$ cat config.mk
export PLATFORM = sky130hd
export DESIGN_NAME = ld_align_unit
export DESIGN_NICKNAME = d
export VERILOG_FILES = /design/src/rtl/ld_align_pkg.sv /design/src/rtl/ld_rst_sync.sv /design/src/rtl/ld_lane_pick.sv /design/src/rtl/ld_extend.sv /design/src/rtl/ld_misalign_chk.sv /design/src/rtl/ld_align_unit.sv
export SDC_FILE = /design/constraint.sdc
export NUM_CORES = 1
export LEC_CHECK = 0
export ABC_AREA = 1
export ABC_CLOCK_PERIOD_IN_PS = 3200
export BUFFER_PORTS_ARGS = -buffer_cell sky130_fd_sc_hd__buf_2
export CELL_PAD_IN_SITES_DETAIL_PLACEMENT = 0
export CELL_PAD_IN_SITES_GLOBAL_PLACEMENT = 1
export CORE_MARGIN = 10
export CORE_UTILIZATION = 38
export DETAILED_ROUTE_END_ITERATION = 10
export GPL_TIMING_DRIVEN = 0
export PLACE_DENSITY = 0.95
export RECOVER_POWER = 25
export SYNTH_ARGS = -nofsm -noshare
export SYNTH_HDL_FRONTEND = slang
export SYNTH_SLANG_ARGS = --single-unit
$ cat constraint.sdc
create_clock -name clk -period 3.2 [get_ports clk]
set_input_delay 0.32 -clock clk [delete_from_list [all_inputs] [get_ports clk]]
set_output_delay 0.32 -clock clk [all_outputs]
set_load 0.03 [all_outputs]
$ cat src/rtl/ld_align_pkg.sv
package ld_align_pkg;
  localparam int BYTE_W = 8;

  typedef enum logic [1:0] {
    SZ_BYTE = 2'b00,
    SZ_HALF = 2'b01,
    SZ_WORD = 2'b10,
    SZ_WIDE = 2'b11
  } acc_size_e;
endpackage

$ cat src/rtl/ld_rst_sync.sv
module ld_rst_sync (
  input  logic clk,
  input  logic rst_n,
  output logic rst_sync_n
);
  logic meta_q;
  logic sync_q;

  always_ff @(posedge clk or negedge rst_n) begin
    if (!rst_n) begin
      meta_q <= 1'b0;
      sync_q <= 1'b0;
    end else begin
      meta_q <= 1'b1;
      sync_q <= meta_q;
    end
  end

  assign rst_sync_n = sync_q;
endmodule

$ cat src/rtl/ld_lane_pick.sv
// Gathers the addressed bytes into least-significant-first order.
module ld_lane_pick #(
  parameter int LANES = 4,
  parameter int OFS_W = 2
) (
  input  logic [LANES*8-1:0] mem_data,
  input  logic [OFS_W-1:0]   ofs,
  input  logic [OFS_W-1:0]   nb_m1,
  input  logic               big_endian,
  output logic [LANES*8-1:0] picked
);
  for (genvar j = 0; j < LANES; j++) begin : g_pos
    logic [OFS_W-1:0] src;
    always_comb begin
      if (big_endian) src = ofs + nb_m1 - OFS_W'(j);
      else            src = ofs + OFS_W'(j);
    end
    assign picked[j*8 +: 8] = mem_data[src*8 +: 8];
  end
endmodule

$ cat src/rtl/ld_extend.sv
// Keeps the bytes of the access and fills the rest with zero or sign.
module ld_extend #(
  parameter int LANES = 4,
  parameter int OFS_W = 2
) (
  input  logic [LANES*8-1:0] picked,
  input  logic [OFS_W-1:0]   nb_m1,
  input  logic               sext,
  output logic [LANES*8-1:0] result
);
  logic sign_bit;
  logic fill;

  always_comb begin
    sign_bit = picked[nb_m1*8 + 7];
    fill     = sext & sign_bit;
  end

  for (genvar j = 0; j < LANES; j++) begin : g_byte
    always_comb begin
      if (OFS_W'(j) <= nb_m1) result[j*8 +: 8] = picked[j*8 +: 8];
      else                    result[j*8 +: 8] = {8{fill}};
    end
  end
endmodule

$ cat src/rtl/ld_misalign_chk.sv
// An access of 2^k bytes must have its low k offset bits clear.
module ld_misalign_chk #(
  parameter int OFS_W = 2
) (
  input  logic [OFS_W-1:0] ofs,
  input  logic [OFS_W-1:0] nb_m1,
  output logic             misaligned
);
  always_comb misaligned = |(ofs & nb_m1);
endmodule

$ cat src/rtl/ld_align_unit.sv
module ld_align_unit #(
  parameter int DATA_W = 32,
  localparam int LANES = DATA_W / 8,
  localparam int OFS_W = $clog2(LANES)
) (
  input  logic              clk,
  input  logic              rst_n,
  input  logic              req_valid_i,
  input  logic [OFS_W-1:0]  byte_ofs_i,
  input  logic [1:0]        size_i,
  input  logic              signed_i,
  input  logic              big_endian_i,
  input  logic [DATA_W-1:0] mem_data_i,
  output logic              wr_valid_o,
  output logic [DATA_W-1:0] wr_data_o,
  output logic              misalign_o
);
  import ld_align_pkg::*;

  logic              rst_sync_n;
  logic [OFS_W-1:0]  nb_m1;
  logic [DATA_W-1:0] picked;
  logic [DATA_W-1:0] extended;
  logic              mis_comb;

  logic              valid_d, valid_q;
  logic              mis_d, mis_q;
  logic              data_en;
  logic [DATA_W-1:0] data_d, data_q;

  ld_rst_sync u_rst (
    .clk        (clk),
    .rst_n      (rst_n),
    .rst_sync_n (rst_sync_n)
  );

  always_comb begin
    case (acc_size_e'(size_i))
      SZ_BYTE: nb_m1 = '0;
      SZ_HALF: nb_m1 = OFS_W'(1);
      default: nb_m1 = OFS_W'(LANES - 1);
    endcase
  end

  ld_lane_pick #(.LANES(LANES), .OFS_W(OFS_W)) u_pick (
    .mem_data   (mem_data_i),
    .ofs        (byte_ofs_i),
    .nb_m1      (nb_m1),
    .big_endian (big_endian_i),
    .picked     (picked)
  );

  ld_extend #(.LANES(LANES), .OFS_W(OFS_W)) u_ext (
    .picked (picked),
    .nb_m1  (nb_m1),
    .sext   (signed_i),
    .result (extended)
  );

  ld_misalign_chk #(.OFS_W(OFS_W)) u_mis (
    .ofs        (byte_ofs_i),
    .nb_m1      (nb_m1),
    .misaligned (mis_comb)
  );

  always_comb begin
    valid_d = req_valid_i & ~mis_comb;
    mis_d   = req_valid_i &  mis_comb;
    data_en = valid_d;
    data_d  = extended;
  end

  always_ff @(posedge clk or negedge rst_sync_n) begin
    if (!rst_sync_n) begin
      valid_q <= 1'b0;
      mis_q   <= 1'b0;
    end else begin
      valid_q <= valid_d;
      mis_q   <= mis_d;
    end
  end

  always_ff @(posedge clk or negedge rst_sync_n) begin
    if (!rst_sync_n) begin
      data_q <= '0;
    end else if (data_en) begin
      data_q <= data_d;
    end
  end

  assign wr_valid_o = valid_q;
  assign misalign_o = mis_q;
  assign wr_data_o  = data_q;
endmodule

* After elaboration in Yosys (flattened, before gate mapping)
Cells that the tools add are included.
** Cells by class
- Muxes and demuxes :: 11
- Add/sub/neg operators :: 8
- Reduce and logical (&&, ||, !) cells :: 2
- Eq/ne operators :: 1
- Bitwise gates (word level) :: 5
- Magnitude comparators :: 5
- Shift-type cells :: 4
** Operator list (number)
- $shiftx 32x6->8 :: 4
- $lt 32x6->1 const B :: 1
- $mux 8 :: 4
- $mux 2 :: 4
- $add 5x3->6 const B :: 1
- $bmux 1 s5 :: 1
- $add 2x2->2 const B :: 2
- $le 1x2->1 const A :: 2
- $le 2x2->1 const A :: 2
- $pmux 2 s2 :: 1
- $sub 2x2->2 const B :: 2
- $and 1x1->1 :: 3
- $add 2x1->2 const B :: 1
- $add 2x2->2 :: 1
- $and 2x2->2 :: 1
- $eq 2x1->1 const B :: 1
- $logic_not 2->1 :: 1
- $reduce_or 2->1 :: 1
- $sub 2x1->2 const B :: 1
- $mux 1 :: 1
- $not 1->1 :: 1
** Storage, ports and cells
- Word-level logic and storage cells :: 41
- Output and inout port bits :: 34
- Flip-flop bits (word level) :: 36

* Depth between registers and ports, before layout
Gate-level depths: netlist of run 1.
- Depth after elaboration :: 10
- Mapped depth :: 17

* Modules after synthesis
A second synthesis of run 1 with hierarchy kept.
** Unflattened totals
- Cell total of the unflattened synthesis :: 444
- Area, all modules :: 2870.3 sq um
** Modules (own cells, without submodules)
- ld_align_unit :: times used 1, cells an instance 147, area an instance 1388.8 sq um, sequential area each 850.8 sq um
- ld_lane_pick :: times used 1, cells an instance 215, area an instance 1069.8 sq um, sequential area each 0.0 sq um
- ld_extend :: times used 1, cells an instance 76, area an instance 346.6 sq um, sequential area each 0.0 sq um
- ld_rst_sync :: times used 1, cells an instance 3, area an instance 53.8 sq um, sequential area each 50.0 sq um
- ld_misalign_chk :: times used 1, cells an instance 3, area an instance 11.3 sq um, sequential area each 0.0 sq um

* Worst setup path after synthesis of run 1
Ideal clock, no wire load.
- Kind :: in2reg
- From :: input port size_i[1]
- To :: register data_q[28] (netlist: wr_data_o[28])
- Arrival time :: 2.317 ns
- Path slack :: 0.763 ns
- Stages on the path :: 15
- Cells stage by stage :: buf_2 > nor2_1 > clkinv_1 > ha_1 > inv_1 > nand2_1 > nand2_1 > buf_4 > buf_2 > o21ai_0 > nand2_1 > nand3_1 > nand2_1 > inv_1 > a21oi_2
** On the way
- Word-level cells in the longest chain between the ends :: 10
- Elaborated cells on any way between the ends :: 25
- Classes of those cells :: add/sub (5); order compare (1); eq/ne (1); shift (4); mux (8); bitwise (4); reduce/logical (2)
** RTL lines
- start: declaration :: RTL line ld_align_unit.sv:10 : input logic [1:0] size_i,
- $eq 2x1->1 / $logic_not 2->1 (equally long branches) :: RTL line ld_align_unit.sv:38 : case (acc_size_e'(size_i))
- $pmux 2 s2 (*) :: RTL line ld_align_unit.sv:38
- $add 2x2->2 :: RTL line ld_lane_pick.sv:15 : if (big_endian) src = ofs + nb_m1 - OFS_W'(j);
- $sub 2x1->2 / $sub 2x2->2 (equally long branches) :: RTL line ld_lane_pick.sv:15
- $mux 2 :: RTL line ld_lane_pick.sv:15
- $shiftx 32x6->8 :: RTL line ld_lane_pick.sv:18 : assign picked[j*8 +: 8] = mem_data[src*8 +: 8];
- $bmux 1 s5 :: RTL line ld_extend.sv:15 : sign_bit = picked[nb_m1*8 + 7];
- $mux 1 (not written as such) :: RTL line ld_extend.sv:15
- $and 1x1->1 :: RTL line ld_extend.sv:16 : fill = sext & sign_bit;
- $mux 8 :: RTL line ld_extend.sv:21 : if (OFS_W'(j) <= nb_m1) result[j*8 +: 8] = picked[j*8 +: 8];
- end signal: assignment :: RTL line ld_align_unit.sv:87 : data_q <= data_d;
- end: declaration :: RTL line ld_align_unit.sv:29 : logic [DATA_W-1:0] data_d, data_q;
Every way passes the cells marked *; elsewhere a longest branch is shown, timed or not. The select of a mux whose other input is x is not followed.
A chain may end at the register's enable or synchronous reset.

* Final worst setup path of run 1
- From :: input port size_i[1]
- To :: register data_q[26] (netlist: wr_data_o[26])
The elaborated chain is that of the path after synthesis.

==> results.json, run 1 <==
{
  "worst_setup_path_start_kind": "input pin",
  "slew_viol_final": 0,
  "coreArea_mm2": 0.00635,
  "grt_pass1_vias": 2753,
  "antenna_found_initial": 0,
  "reg2reg_depth": 0,
  "cts.sinks": 36,
  "criticalPathCategory": "in -> reg",
  "intPower_uw": 928,
  "critPathCaptureType": "flop",
  "rows": 29,
  "overflow": 0,
  "synthesis.nets": 423,
  "synth_area_mm2": 0.00249,
  "power_frac_seq_pct": 36.6,
  "clk_pin_slew_worst_paths_ps": 70,
  "synthCells": 380,
  "cts_resized": 0,
  "cts_tree": "done",
  "post-route-period-util_pct": 86.6,
  "drtPass1Iterations": 5,
  "power_density_mw_per_mm2": 533,
  "final_cell_area_mm2": 0.00305,
  "yosysTopAreaCellShare_pct": 36.2,
  "dpl-instance-area_mm2": 0.00295,
  "synthTopCellsByArea": "dfrtp_1 (36%), nand2_1 (20%), inv_1 (6.6%), nand3_1 (6.4%), o21ai_0 (5.8%)",
  "seq_area_frac_synth_pct": 36.2,
  "tightest_slew_ps": 1430,
  "routedWlPerCell_um": 14.6,
  "max_cap_viol_count": 0,
  "rsz0062_at_grt": "no",
  "min_path_cells": 3,
  "max_freq_mhz": 361,
  "grt_max_degree": 35,
  "ir_drop_uv": 303,
  "clockPowerShare_pct": 21.3,
  "worst_r2r_endpoint": "misalign_o",
  "dp_hpwl_um": 6270,
  "num-nets-final": 504,
  "r2r_start": "u_rst.rst_sync_n",
  "drive_gt1_share_pct": 23.8,
  "gp_congestion": 0.969,
  "p_comb_share_pct": 42.0,
  "routed_wl_um": 7880,
  "synth-seq-cells": 36,
  "htreeDepth": 2,
  "dp_cells": 530,
  "path_max_fanout": 10,
  "p_sw_share_pct": 42.9,
  "cp.arrival_ps": 2950,
  "pre_cts_ws_ps": 182,
  "io_pins": 75,
  "rrSetupSlack_ps": 1760,
  "p_sw_uw": 696,
  "post-route-util_pct": 48.0,
  "cts_buffers": 5,
  "fin_setup_tns_ps": 0,
  "synth_area_per_cell_um2": 6.54,
  "fin_cells": 539,
  "maxSlewHeadroom_pct": 4.74,
  "whs_ps": 251,
  "numPortBuffers": 73,
  "holdPathEnd": "misalign_o",
  "dieArea_mm2": 0.0102,
  "initial_core_util_pct": 39.2,
  "outcome": "finished, final reports clean",
  "hp-start": "req_valid_i",
  "setup_ws_ps": 430,
  "finalSetupViolations": 0,
  "synth_warnings": 0,
  "drtAntennaViolNets": 0,
  "hp-class": "in -> reg",
  "clkLatencyLatePin_ps": 300,
  "drcViolationCount": 0,
  "clk_path_buf_depth": 2,
  "synth.largest_area_cell": "dfrtp_1",
  "die_h_um": 101,
  "grt.total_usage_pct": 15.9,
  "n_antenna_cell": 0,
  "syn2layout_area_growth_pct": 22.7,
  "drt_iter0_markers": 213,
  "min_period_ps": 2770,
  "cts-root-buf": "clkbuf_8",
  "total_power_mw": 1.62,
  "finalHoldViolations": 0,
  "num_vias": 2683,
  "via_per_inst": 4.98,
  "p_leak_nw": 1.70,
  "worstPathRequired_ps": 3380,
  "fin_skew_ps": 12.9,
  "startpoint": "size_i[1]",
  "grt_pass1_wl_um": 13300,
  "die_x_um": 101,
  "synthDistinctLibCells": 25
}
## flip-flops by register name, summed over array words and instances, names as in the netlist
signal / flops
misalign_o: 1
u_rst.meta_q: 1
u_rst.rst_sync_n: 1
wr_data_o: 32
wr_valid_o: 1
## worst max-delay path by stage
stage                          to  slack (ps)  depth (start not counted)
floorplan           wr_data_o[28]         760                         15
CTS                 wr_data_o[10]         470                         15
detailed placement  wr_data_o[26]         180                         15
finish              wr_data_o[26]         430                         15
global route        wr_data_o[26]         130                         15
global placement    wr_data_o[10]         170                         15
## placed cells by master (no fill, tap or decap)
cell           count
ha_1               2
buf_1              1
buf_8              1
clkbuf_8           6
dlygate4sd3_1      1
inv_2              3
buf_4              1
clkinvlp_4         1
or2_0              1
o21ai_4            1
nand2_2            5
clkbuf_1          13
nand3_4            1
inv_1             44
a21oi_1           21
nor2_1            27
a22o_1             7
nand3_1           32
buf_2             78
nand3_2            3
o21ai_1            1
o21ai_0           29
nand2_1          133
dfrtp_1           36
conb_1             1
clkinv_1           1
or2_1              2
a21oi_2           10
## logic make-up after synthesis
logic type               count (synthesis)  share of synthesized area [%]
AO/OA/AOI/OAI                           69                           16.9
flip-flops                              36                           36.2
buffers and inverters                   68                           11.2
other                                    1                          0.151
adder cells (fa/ha/maj)                  2                           1.01
AND/OR/NAND/NOR                        204                           34.5
## power by group through the flow
stage	Sequential, mW	Clock (mW)	Combinational (mW)
floorplan	0.778	0	0.296
global placement	0.602	0	0.681
detailed placement	0.605	0	0.687
CTS	0.598	0.358	0.689
global route	0.609	0.370	0.758
finish	0.595	0.347	0.683
## Yosys cell counts (all sizes together)
library cell	n
a21oi	31
a22o	7
buf	9
clkbuf	11
clkinv	1
conb	1
dfrtp	36
ha	2
inv	47
nand2	138
nand3	36
nor2	27
o21ai	31
or2	3
## worst max-delay path, stage by stage
cell and delay, ps:
buf_2 180, nor2_1 270, clkinv_1 310, ha_1 430, inv_1 80, nand2_1 60, nand2_1 110, buf_4 200
buf_2 180, o21ai_0 410, nand2_1 110, nand3_1 100, nand2_1 60, inv_1 80, a21oi_2 50
## routing by layer
metal	GRT usage [%]	wire, um
met5	0	0
met1	21.1	3550
met2	24.0	3500
met3	4.12	676
met4	6.09	160
## cell type report
cell class / count / area, um2
clock buffers: 7 / 86.3
repair buffers: 74 / 374
inverters: 48 / 180
well taps: 77 / 96.3
flip-flops and latches: 36 / 901
plain buffers: 20 / 97.6
multi-input cells: 276 / 1310
fillers: 675 / 3300
clock inverters: 1 / 7.51
## what timing repair did
item / 4_1_cts / 5_1_grt
buffers inserted: 0 / 0
hold endpoints to repair: 2 / 0
hold buffers: 1 / 0
Note: power is estimated with default switching activity, not from simulation.
==> inputs of run 2 (changes only) <==
--- a/config.mk
+++ b/config.mk
@@ -6,7 +6,6 @@
 export NUM_CORES = 1
 export LEC_CHECK = 0
 export ABC_AREA = 1
-export ABC_CLOCK_PERIOD_IN_PS = 3200
 export BUFFER_PORTS_ARGS = -buffer_cell sky130_fd_sc_hd__buf_2
 export CELL_PAD_IN_SITES_DETAIL_PLACEMENT = 0
 export CELL_PAD_IN_SITES_GLOBAL_PLACEMENT = 1
@@ -14,7 +13,7 @@
 export CORE_UTILIZATION = 38
 export DETAILED_ROUTE_END_ITERATION = 10
 export GPL_TIMING_DRIVEN = 0
-export PLACE_DENSITY = 0.95
+export PLACE_DENSITY_LB_ADDON = 0.12
 export RECOVER_POWER = 25
 export SYNTH_ARGS = -nofsm -noshare
 export SYNTH_HDL_FRONTEND = slang
==> results.json, run 2 (synthesis results as in run 1) <==
{
  "outcome": "finished, final reports clean",
  "min_period_ps": 2820,
  "cts.sinks": 36,
  "finalSetupViolations": 0,
  "cp_common_cell": "nand2_1",
  "worst_setup_path_start_kind": "input pin",
  "layout_common_cells": "nand2_1 (133), buf_2 (78), inv_1 (44)",
  "grt_pass1_wl_um": 12300,
  "met1_usage_pct": 18.6,
  "num_vias": 2630,
  "cts_buffers": 5,
  "die_h_um": 101,
  "met3_usage_pct": 4.12,
  "final_cell_area_mm2": 0.00305,
  "dieArea_mm2": 0.0102,
  "dpl-instance-area_mm2": 0.00295,
  "min_path_cells": 3,
  "p_leak_nw": 1.71,
  "maxSlewHeadroom_pct": 6.36,
  "path_cells": "buf_2, nor2_1, clkinv_1, ha_1, inv_1, nand2_1, nand2_1, buf_4, buf_2, o21ai_0, nand2_1, nand3_1, nand2_1, inv_1, a21oi_2",
  "syn2layout_area_growth_pct": 22.6,
  "path_max_fanout": 10,
  "ir_drop_uv": 328,
  "fin_skew_ps": 8.25,
  "routed_wl_um": 7770,
  "whs_ps": 261,
  "initial_core_util_pct": 39.2,
  "finalHoldViolations": 0,
  "io_pins": 75,
  "drtAntennaViolNets": 0,
  "drtPass1Iterations": 5,
  "numPortBuffers": 73,
  "tightest_slew_ps": 1400,
  "die_x_um": 101,
  "num-nets-final": 504,
  "coreArea_mm2": 0.00635,
  "cp.depth": 15,
  "rsz0062_at_grt": "no",
  "cts_resized": 0,
  "cts_tree": "done",
  "layout_commonest_cell": "nand2_1",
  "clk_path_buf_depth": 2,
  "cp.arrival_ps": 2990,
  "power_density_mw_per_mm2": 528,
  "total_power_mw": 1.61,
  "clk_pin_slew_worst_paths_ps": 70,
  "grt.met2_usage_pct": 24.6,
  "drive_gt1_share_pct": 24.0,
  "dp_hpwl_um": 6250,
  "criticalPathCategory": "in -> reg",
  "nFillCells": 686,
  "slowest_delay_ps": 460,
  "grt_pass1_vias": 2545,
  "slew_viol_final": 0,
  "drcViolationCount": 0,
  "rows": 29,
  "critPathTopFamily": "buffers and inverters",
  "drt_iter0_markers": 214,
  "grt_max_degree": 35,
  "overflow": 0,
  "top_usage_layer": "met2",
  "worstPathRequired_ps": 3370,
  "clkLatencyLatePin_ps": 280,
  "hp-class": "in -> reg",
  "max_freq_mhz": 355,
  "max_cap_viol_count": 0,
  "fin_setup_tns_ps": 0,
  "via_per_inst": 4.88,
  "crit_slowest_cell": "ha_1",
  "routedWlPerCell_um": 14.4,
  "hold_buffers": 1,
  "grt.total_usage_pct": 14.9,
  "n_antenna_cell": 0,
  "post-route-period-util_pct": 88.1,
  "crit_buf_inv": 6,
  "critPathCaptureType": "flop",
  "rrSetupSlack_ps": 1780,
  "gp_congestion": 0.879,
  "cts-root-buf": "clkbuf_8",
  "reg2reg_depth": 0,
  "htreeDepth": 2,
  "cts_setup_buffers": 0,
  "antenna_found_initial": 0,
  "largest_register_ffs": 32
}
[run 2: cell count changes in the layout (fill, tap and decap cells not counted)]
| cell | previous run | this run |
|---|---|---|
| clkbuf_1 | 13 | 12 |
| clkinv_2 | 0 | 2 |
| clkinvlp_4 | 1 | 0 |
[run 2: cell type report]
| cell class | instances | area, um2 | share of cell area (%) |
|---|---|---|---|
| Inverter | 48 | 180 | 5.91 |
| Buffer | 20 | 97.6 | 3.20 |
| Multi-Input combinational cell | 276 | 1310 | 42.9 |
| Clock inverter | 2 | 10.0 | 0.328 |
| Clock buffer | 6 | 82.6 | 2.71 |
| Sequential cell | 36 | 901 | 29.5 |
| Tap cell | 77 | 96.3 | 3.16 |
| Timing Repair Buffer | 74 | 374 | 12.3 |
[run 2: path summary, 6_finish.rpt]
check | start | endpoint
max | size_i[1] | wr_data_o[29]
min | req_valid_i | misalign_o
max reg2reg | u_rst.rst_sync_n | wr_data_o[7]
min reg2reg | u_rst.meta_q | u_rst.rst_sync_n
max in group asynchronous | u_rst.rst_sync_n | wr_data_o[7]
min in group asynchronous | rst_n | u_rst.rst_sync_n
[run 2: metrics by stage]
stage / util (%) / instances / setup WS, ps
floorplan: - / 380 / 763
global placement: 46.4 / 530 / 87.0
detailed placement: 46.4 / 530 / 92.0
CTS: 48.0 / 539 / 377
global route: 48.0 / 539 / 119
finish: 48.0 / 539 / 381
[run 2: power by group]
group | leakage (nW) | switching [mW] | internal, mW
clock network | 0.0510 | 0.164 | 0.172
logic | 1.24 | 0.468 | 0.211
registers | 0.416 | 0.0523 | 0.542
total | 1.71 | 0.685 | 0.925
[run 2: layer usage]
layer	wire length, um	up-vias
met2	3630	78
met5	0	-
met4	132	0
li1	-	1352
met1	3520	1190
met3	481	10
